$ cat src/rtl/cntr_pkg.sv
package cntr_pkg;

  // Operation selected for the coming clock edge, highest priority last.
  typedef enum logic [1:0] {
    OP_HOLD  = 2'd0,
    OP_COUNT = 2'd1,
    OP_LOAD  = 2'd2,
    OP_CLEAR = 2'd3
  } cnt_op_e;

  // Terminal count for a given width and counting base.
  function automatic int unsigned wrap_limit(input int unsigned width, input bit decade);
    if (decade) return 32'd9;
    return (32'd1 << width) - 32'd1;
  endfunction

  // True when the value sits exactly on the terminal count.
  function automatic bit is_terminal(input int unsigned value, input int unsigned limit);
    return value == limit;
  endfunction

  // One counting step; anything at or past the limit returns to zero.
  function automatic int unsigned step_value(input int unsigned value, input int unsigned limit);
    if (value >= limit) return 32'd0;
    return value + 32'd1;
  endfunction

endpackage

$ cat src/rtl/cntr_op_decode.sv
module cntr_op_decode (
  input  logic              clr_n,
  input  logic              load_n,
  input  logic              en_p,
  input  logic              en_t,
  output cntr_pkg::cnt_op_e op,
  output logic              clear_fire,
  output logic              load_fire,
  output logic              count_fire
);
  import cntr_pkg::*;

  // Named events, one per operation, in priority order.
  assign clear_fire = !clr_n;
  assign load_fire  = clr_n && !load_n;
  assign count_fire = clr_n && load_n && en_p && en_t;

  always_comb begin
    if (clear_fire)      op = OP_CLEAR;
    else if (load_fire)  op = OP_LOAD;
    else if (count_fire) op = OP_COUNT;
    else                 op = OP_HOLD;
  end
endmodule

$ cat src/rtl/cntr_next_state.sv
module cntr_next_state #(
  parameter int unsigned W     = 4,
  parameter int unsigned LIMIT = 15
) (
  input  cntr_pkg::cnt_op_e op,
  input  logic [W-1:0]      q,
  input  logic [W-1:0]      din,
  output logic [W-1:0]      nxt
);
  import cntr_pkg::*;

  logic [W-1:0] stepped;

  assign stepped = W'(step_value(32'(q), LIMIT));

  always_comb begin
    unique case (op)
      OP_CLEAR: nxt = '0;
      OP_LOAD:  nxt = din;
      OP_COUNT: nxt = stepped;
      default:  nxt = q;
    endcase
  end
endmodule

$ cat src/rtl/cntr_state_reg.sv
module cntr_state_reg #(
  parameter int unsigned W         = 4,
  parameter bit          ASYNC_CLR = 1'b0
) (
  input  logic         clk,
  input  logic         clr_n,
  input  logic [W-1:0] nxt,
  output logic [W-1:0] q
);
  generate
    if (ASYNC_CLR) begin : g_async
      always_ff @(posedge clk or negedge clr_n) begin
        if (!clr_n) q <= '0;
        else        q <= nxt;
      end
    end else begin : g_sync
      // Clear already arrives through nxt; the select keeps it on the edge.
      always_ff @(posedge clk) begin
        q <= clr_n ? nxt : '0;
      end
    end
  endgenerate
endmodule

$ cat src/rtl/cntr_carry_gen.sv
module cntr_carry_gen #(
  parameter int unsigned W     = 4,
  parameter int unsigned LIMIT = 15
) (
  input  logic [W-1:0] q,
  input  logic         en_t,
  output logic         at_limit,
  output logic         carry_out
);
  import cntr_pkg::*;

  assign at_limit  = is_terminal(32'(q), LIMIT);
  assign carry_out = en_t & at_limit;
endmodule

$ cat src/rtl/sync_preset_counter.sv
module sync_preset_counter #(
  parameter int unsigned W         = 4,
  parameter bit          DECADE    = 1'b0,
  parameter bit          ASYNC_CLR = 1'b0
) (
  input  logic         clk,
  input  logic         clr_n,
  input  logic         load_n,
  input  logic [W-1:0] din,
  input  logic         en_p,
  input  logic         en_t,
  output logic [W-1:0] q,
  output logic         carry_out
);
  import cntr_pkg::*;

  localparam int unsigned LIMIT = wrap_limit(W, DECADE);

  cnt_op_e      op;
  logic         clear_fire;
  logic         load_fire;
  logic         count_fire;
  logic         at_limit;
  logic [W-1:0] nxt;

  cntr_op_decode u_dec (
    .clr_n      (clr_n),
    .load_n     (load_n),
    .en_p       (en_p),
    .en_t       (en_t),
    .op         (op),
    .clear_fire (clear_fire),
    .load_fire  (load_fire),
    .count_fire (count_fire)
  );

  cntr_next_state #(.W(W), .LIMIT(LIMIT)) u_nxt (
    .op  (op),
    .q   (q),
    .din (din),
    .nxt (nxt)
  );

  cntr_state_reg #(.W(W), .ASYNC_CLR(ASYNC_CLR)) u_reg (
    .clk   (clk),
    .clr_n (clr_n),
    .nxt   (nxt),
    .q     (q)
  );

  cntr_carry_gen #(.W(W), .LIMIT(LIMIT)) u_carry (
    .q         (q),
    .en_t      (en_t),
    .at_limit  (at_limit),
    .carry_out (carry_out)
  );
endmodule

$ cat config.mk
export PLATFORM = sky130hd
export DESIGN_NAME = sync_preset_counter
export DESIGN_NICKNAME = d
export VERILOG_FILES = /design/src/rtl/cntr_pkg.sv /design/src/rtl/cntr_op_decode.sv /design/src/rtl/cntr_next_state.sv /design/src/rtl/cntr_state_reg.sv /design/src/rtl/cntr_carry_gen.sv /design/src/rtl/sync_preset_counter.sv
export SDC_FILE = /design/constraint.sdc
export NUM_CORES = 1
export LEC_CHECK = 0
export CAP_MARGIN = 0
export CELL_PAD_IN_SITES_DETAIL_PLACEMENT = 1
export CELL_PAD_IN_SITES_GLOBAL_PLACEMENT = 2
export CORE_MARGIN = 2
export CORE_UTILIZATION = 14
export DETAILED_ROUTE_END_ITERATION = 8
export PLACE_DENSITY_LB_ADDON = 0.1
export SYNTH_ARGS = -nofsm -noshare
export SYNTH_HDL_FRONTEND = slang
export SYNTH_SLANG_ARGS = --single-unit
$ cat constraint.sdc
create_clock -name clk -period 1.2 [get_ports clk]
set_input_delay 0.12 -clock clk [delete_from_list [all_inputs] [get_ports clk]]
set_output_delay 0.12 -clock clk [all_outputs]
set_load 0.02 [all_outputs]
==> results.tsv <==
stage	metric	value	unit
sta	Setup-failing EPs final	0	
clock_tree	clock buffer count from CTS	3	
floorplanning	Chip Width	44.0	um
worst_setup_path	CP cell instances	ha_4 > and4_4 > buf_6	
clock_tree	number of H-tree levels	1	
power	Lkg Pwr	0.000195	uW
outcome	outcome	finished, final reports clean	
worst_setup_path	Worst setup EP type	primary output	
drt	Vias/cell	4.43	
yosys	sequential share of the synthesized area	35.8	%
clock_tree	CTS clk-pin slew, worst paths	40	ps
worst_setup_path	Critical Path Fanout Max	2	
clock_tree	clk root buf	clkbuf_4	
placed_design	DP HPWL	679	um
yosys	multiplexer area fraction after synthesis	0	%
drt	DR WL/cell	11.9	um
worst_setup_path	worst stage delay on the critical path	350	ps
yosys	area leader, netlist	dfxtp_1	
floorplanning	Die Ht	44.0	um
yosys	synth cell count leaders	dfxtp_1, o21ai_0, a21oi_1, nand3_1, nand2_1	
finish	Largest Register	u_reg.q	
yosys	Post-Synthesis Cell Area	224	um2
worst_setup_path	CP Launch Type	flip-flop	
yosys	average size of a mapped cell	8.30	um2
floorplanning	starting density of the core	14.9	%
drt	DRC Markers	0	
sta	Setup Skew	2.62	ps
placed_design	DP Area	437	um2
hold_path	Hold WC Path Type	input pin to flip-flop	
yosys	synth top area cells	dfxtp_1, o21ai_0, a21oi_1	
power	VDD IR max	442	uV
placed_design	Placed Instances	64	
finish	layout cells sized above 1	33.3	%
global_route	total track usage	10.1	%
clock_tree	post-CTS setup buffers	0	
global_route	first-pass GRT wire length	1320	um
floorplanning	# IOs	14	
power	pwr dens	929	nW/um2
clock_tree	CTS tree	yes	
sta	Pins Over Slew Limit	0	
sta	Hold Vio Cnt, Final	0	
finish	Largest regs	u_reg.q: 4 flops	
worst_setup_path	reg2reg end	u_reg.q[0]	
yosys	async set-reset flop share out of synthesis	0	%
drt	initial DRC count	4	
yosys	synthesized-area fraction occupied by adder cells	5.59	%
worst_setup_path	Crit Reg-Reg Startpoint	u_reg.q[1]	
sta	min cycle time layout	1160	ps
finish	nets@finish	63	
sta	RSZ-0062 raised after global routing	false	
floorplanning	row count	14	
worst_setup_path	worst r2r path cells	4	
placed_design	I/O Buffers	13	
job	max cap viols	0	
finish	final instance area	470	um2
worst_setup_path	Critical Path End	carry_out	
worst_setup_path	Arr. time, crit path	1040	ps
finish	diode count	0	
worst_setup_path	Required @ worst endpoint	1080	ps
drt	drt total wl	794	um
clock_tree	Worst-Skew Late Latency	230	ps
floorplanning	Die Footprint	1940	um2
finish	Largest register FFs	4	
sta	top achievable clock speed	860	MHz
yosys	top cell type's share of synthesized area	35.8	%
placed_design	routability cong.	0.722	
finish	P&R area growth vs syn	110	%
worst_setup_path	reg2reg setup slack	80	ps
clock_tree	clock tree buffer depth	2	
worst_setup_path	Crit Path Category	flip-flop to primary output	
sta	Worst-Margin Slew	241	ps
sta	max_slew headroom	83.9	%
finish	fill count	188	
worst_setup_path	slowest CP cell	dfxtp_2	
drt	DRT Pass-1 Iters	3	
global_route	vias in the first global route	327	
yosys	post-synthesis compound-gate area fraction	30.2	%
floorplanning	Core Box Area	1510	um2
clock_tree	Sink Count	4	
global_route	GRT Residual Overflow	0	
sta	fin crit share	96.9	%
yosys	Post-synth EDFFs	0	
drt	routed vias	297	
yosys	largest family of logic cells by synthesized area	compound AO/OA/AOI/OAI gates	
yosys	Yosys warnings	0	
yosys	Post-Syn Instances	27	
yosys	prevailing post-synth register cell	dfxtp_1	
yosys	syn_nets	37	
global_route	initial antenna violation count	0	
global_route	largest net degree at the start of global routing	9	
worst_setup_path	crit path launch	u_reg.q[1]	
yosys	Synth Area in Simple Gates	22.9	%
drt	Antenna Violating Nets Remaining	0	
finish	final non-filler cell total	67	
yosys	count of unique library cells instantiated by Yosys	16	
yosys	xor/xnor share of the synthesized area	3.91	%
yosys	Synth Register Bits	4	
==> report_power, final <==
part | switching (uW) | internal, uW
Clock | 47.6 | 111
Sequential | 9.07 | 145
Combinational | 55.2 | 68.8
Total | 112 | 325
==> cells in the final DEF, fill, tap and decap left out <==
cell type,count
clkbuf_4,3
a311oi_1,1
a21oi_1,3
ha_4,1
a31oi_1,1
inv_1,1
clkdlybuf4s50_1,8
nand4b_1,1
dfxtp_2,2
a311o_1,1
nor2_1,1
dlygate4sd2_1,3
and4_4,1
buf_6,1
nand2_1,2
buf_4,8
nand3_1,3
o21ai_0,4
clkdlybuf4s15_1,1
xor2_1,1
o21a_1,1
dfxtp_1,2
nand2_2,1
==> kinds of logic after synthesis <==
kind of cell	Yosys count
fa+ha+maj	1
compound gates	11
xor+xnor	1
simple gates	9
buf+inv	1
flops	4
==> metrics by stage <==
stage | total power (uW) | worst slack [ps] | hold slack (ps) | TNS [ps] | utilization [%]
3_5_place_dp | 282 | -326 | 634 | -664 | 29.0
6_report | 437 | 37.3 | 468 | 0 | 31.2
4_1_cts | 445 | 5.32 | 467 | 0 | 30.4
2_1_floorplan | 195 | 32.4 | 209 | 0 | -
3_3_place_gp | 279 | -315 | 627 | -526 | 29.0
5_1_grt | 472 | 0.0192 | 507 | 0 | 31.2
==> layer usage <==
layer  global-route usage, %  wire length (um)  vias up
met5                       0                 0        -
met4                    7.27                 0        0
met3                    4.58                84        0
met2                    16.2               406       13
met1                    10.3               303      130
li1                        -                 -      154
==> worst min path at each step <==
stage                 endpoint  slack [ps]  cells after the start  startpoint
CTS                 u_reg.q[1]         470                      3      din[1]
global route        u_reg.q[1]         510                      3      din[1]
finish              u_reg.q[1]         470                      3      din[1]
detailed placement  u_reg.q[3]         630                      3  u_reg.q[3]
global placement    u_reg.q[3]         630                      3  u_reg.q[3]
floorplan           u_reg.q[2]         210                      1      load_n
==> cell type report <==
class,count,area (um2),area share [%]
multi-input combinational,22,154,32.7
sequential,4,82.6,17.6
clock buffer,3,22.5,4.79
tap,16,20.0,4.26
timing repair buffer,21,188,39.9
inverter,1,3.75,0.798
==> critical path, delay by kind of cell (launching register included) <==
kind	cells	cell delay [ps]
adder cells (fa/ha/maj)	1	140
buffers and inverters	1	110
flip-flops	1	350
AND/OR/NAND/NOR	1	210
==> what timing repair did <==
item / 4_1_cts / 5_1_grt
gates resized for setup: 12 / 3
pin swaps: 2 / 1
hold buffers: 0 / 0
endpoints found under the setup margin: 6 / 2
(Power assumes the default switching activity.)
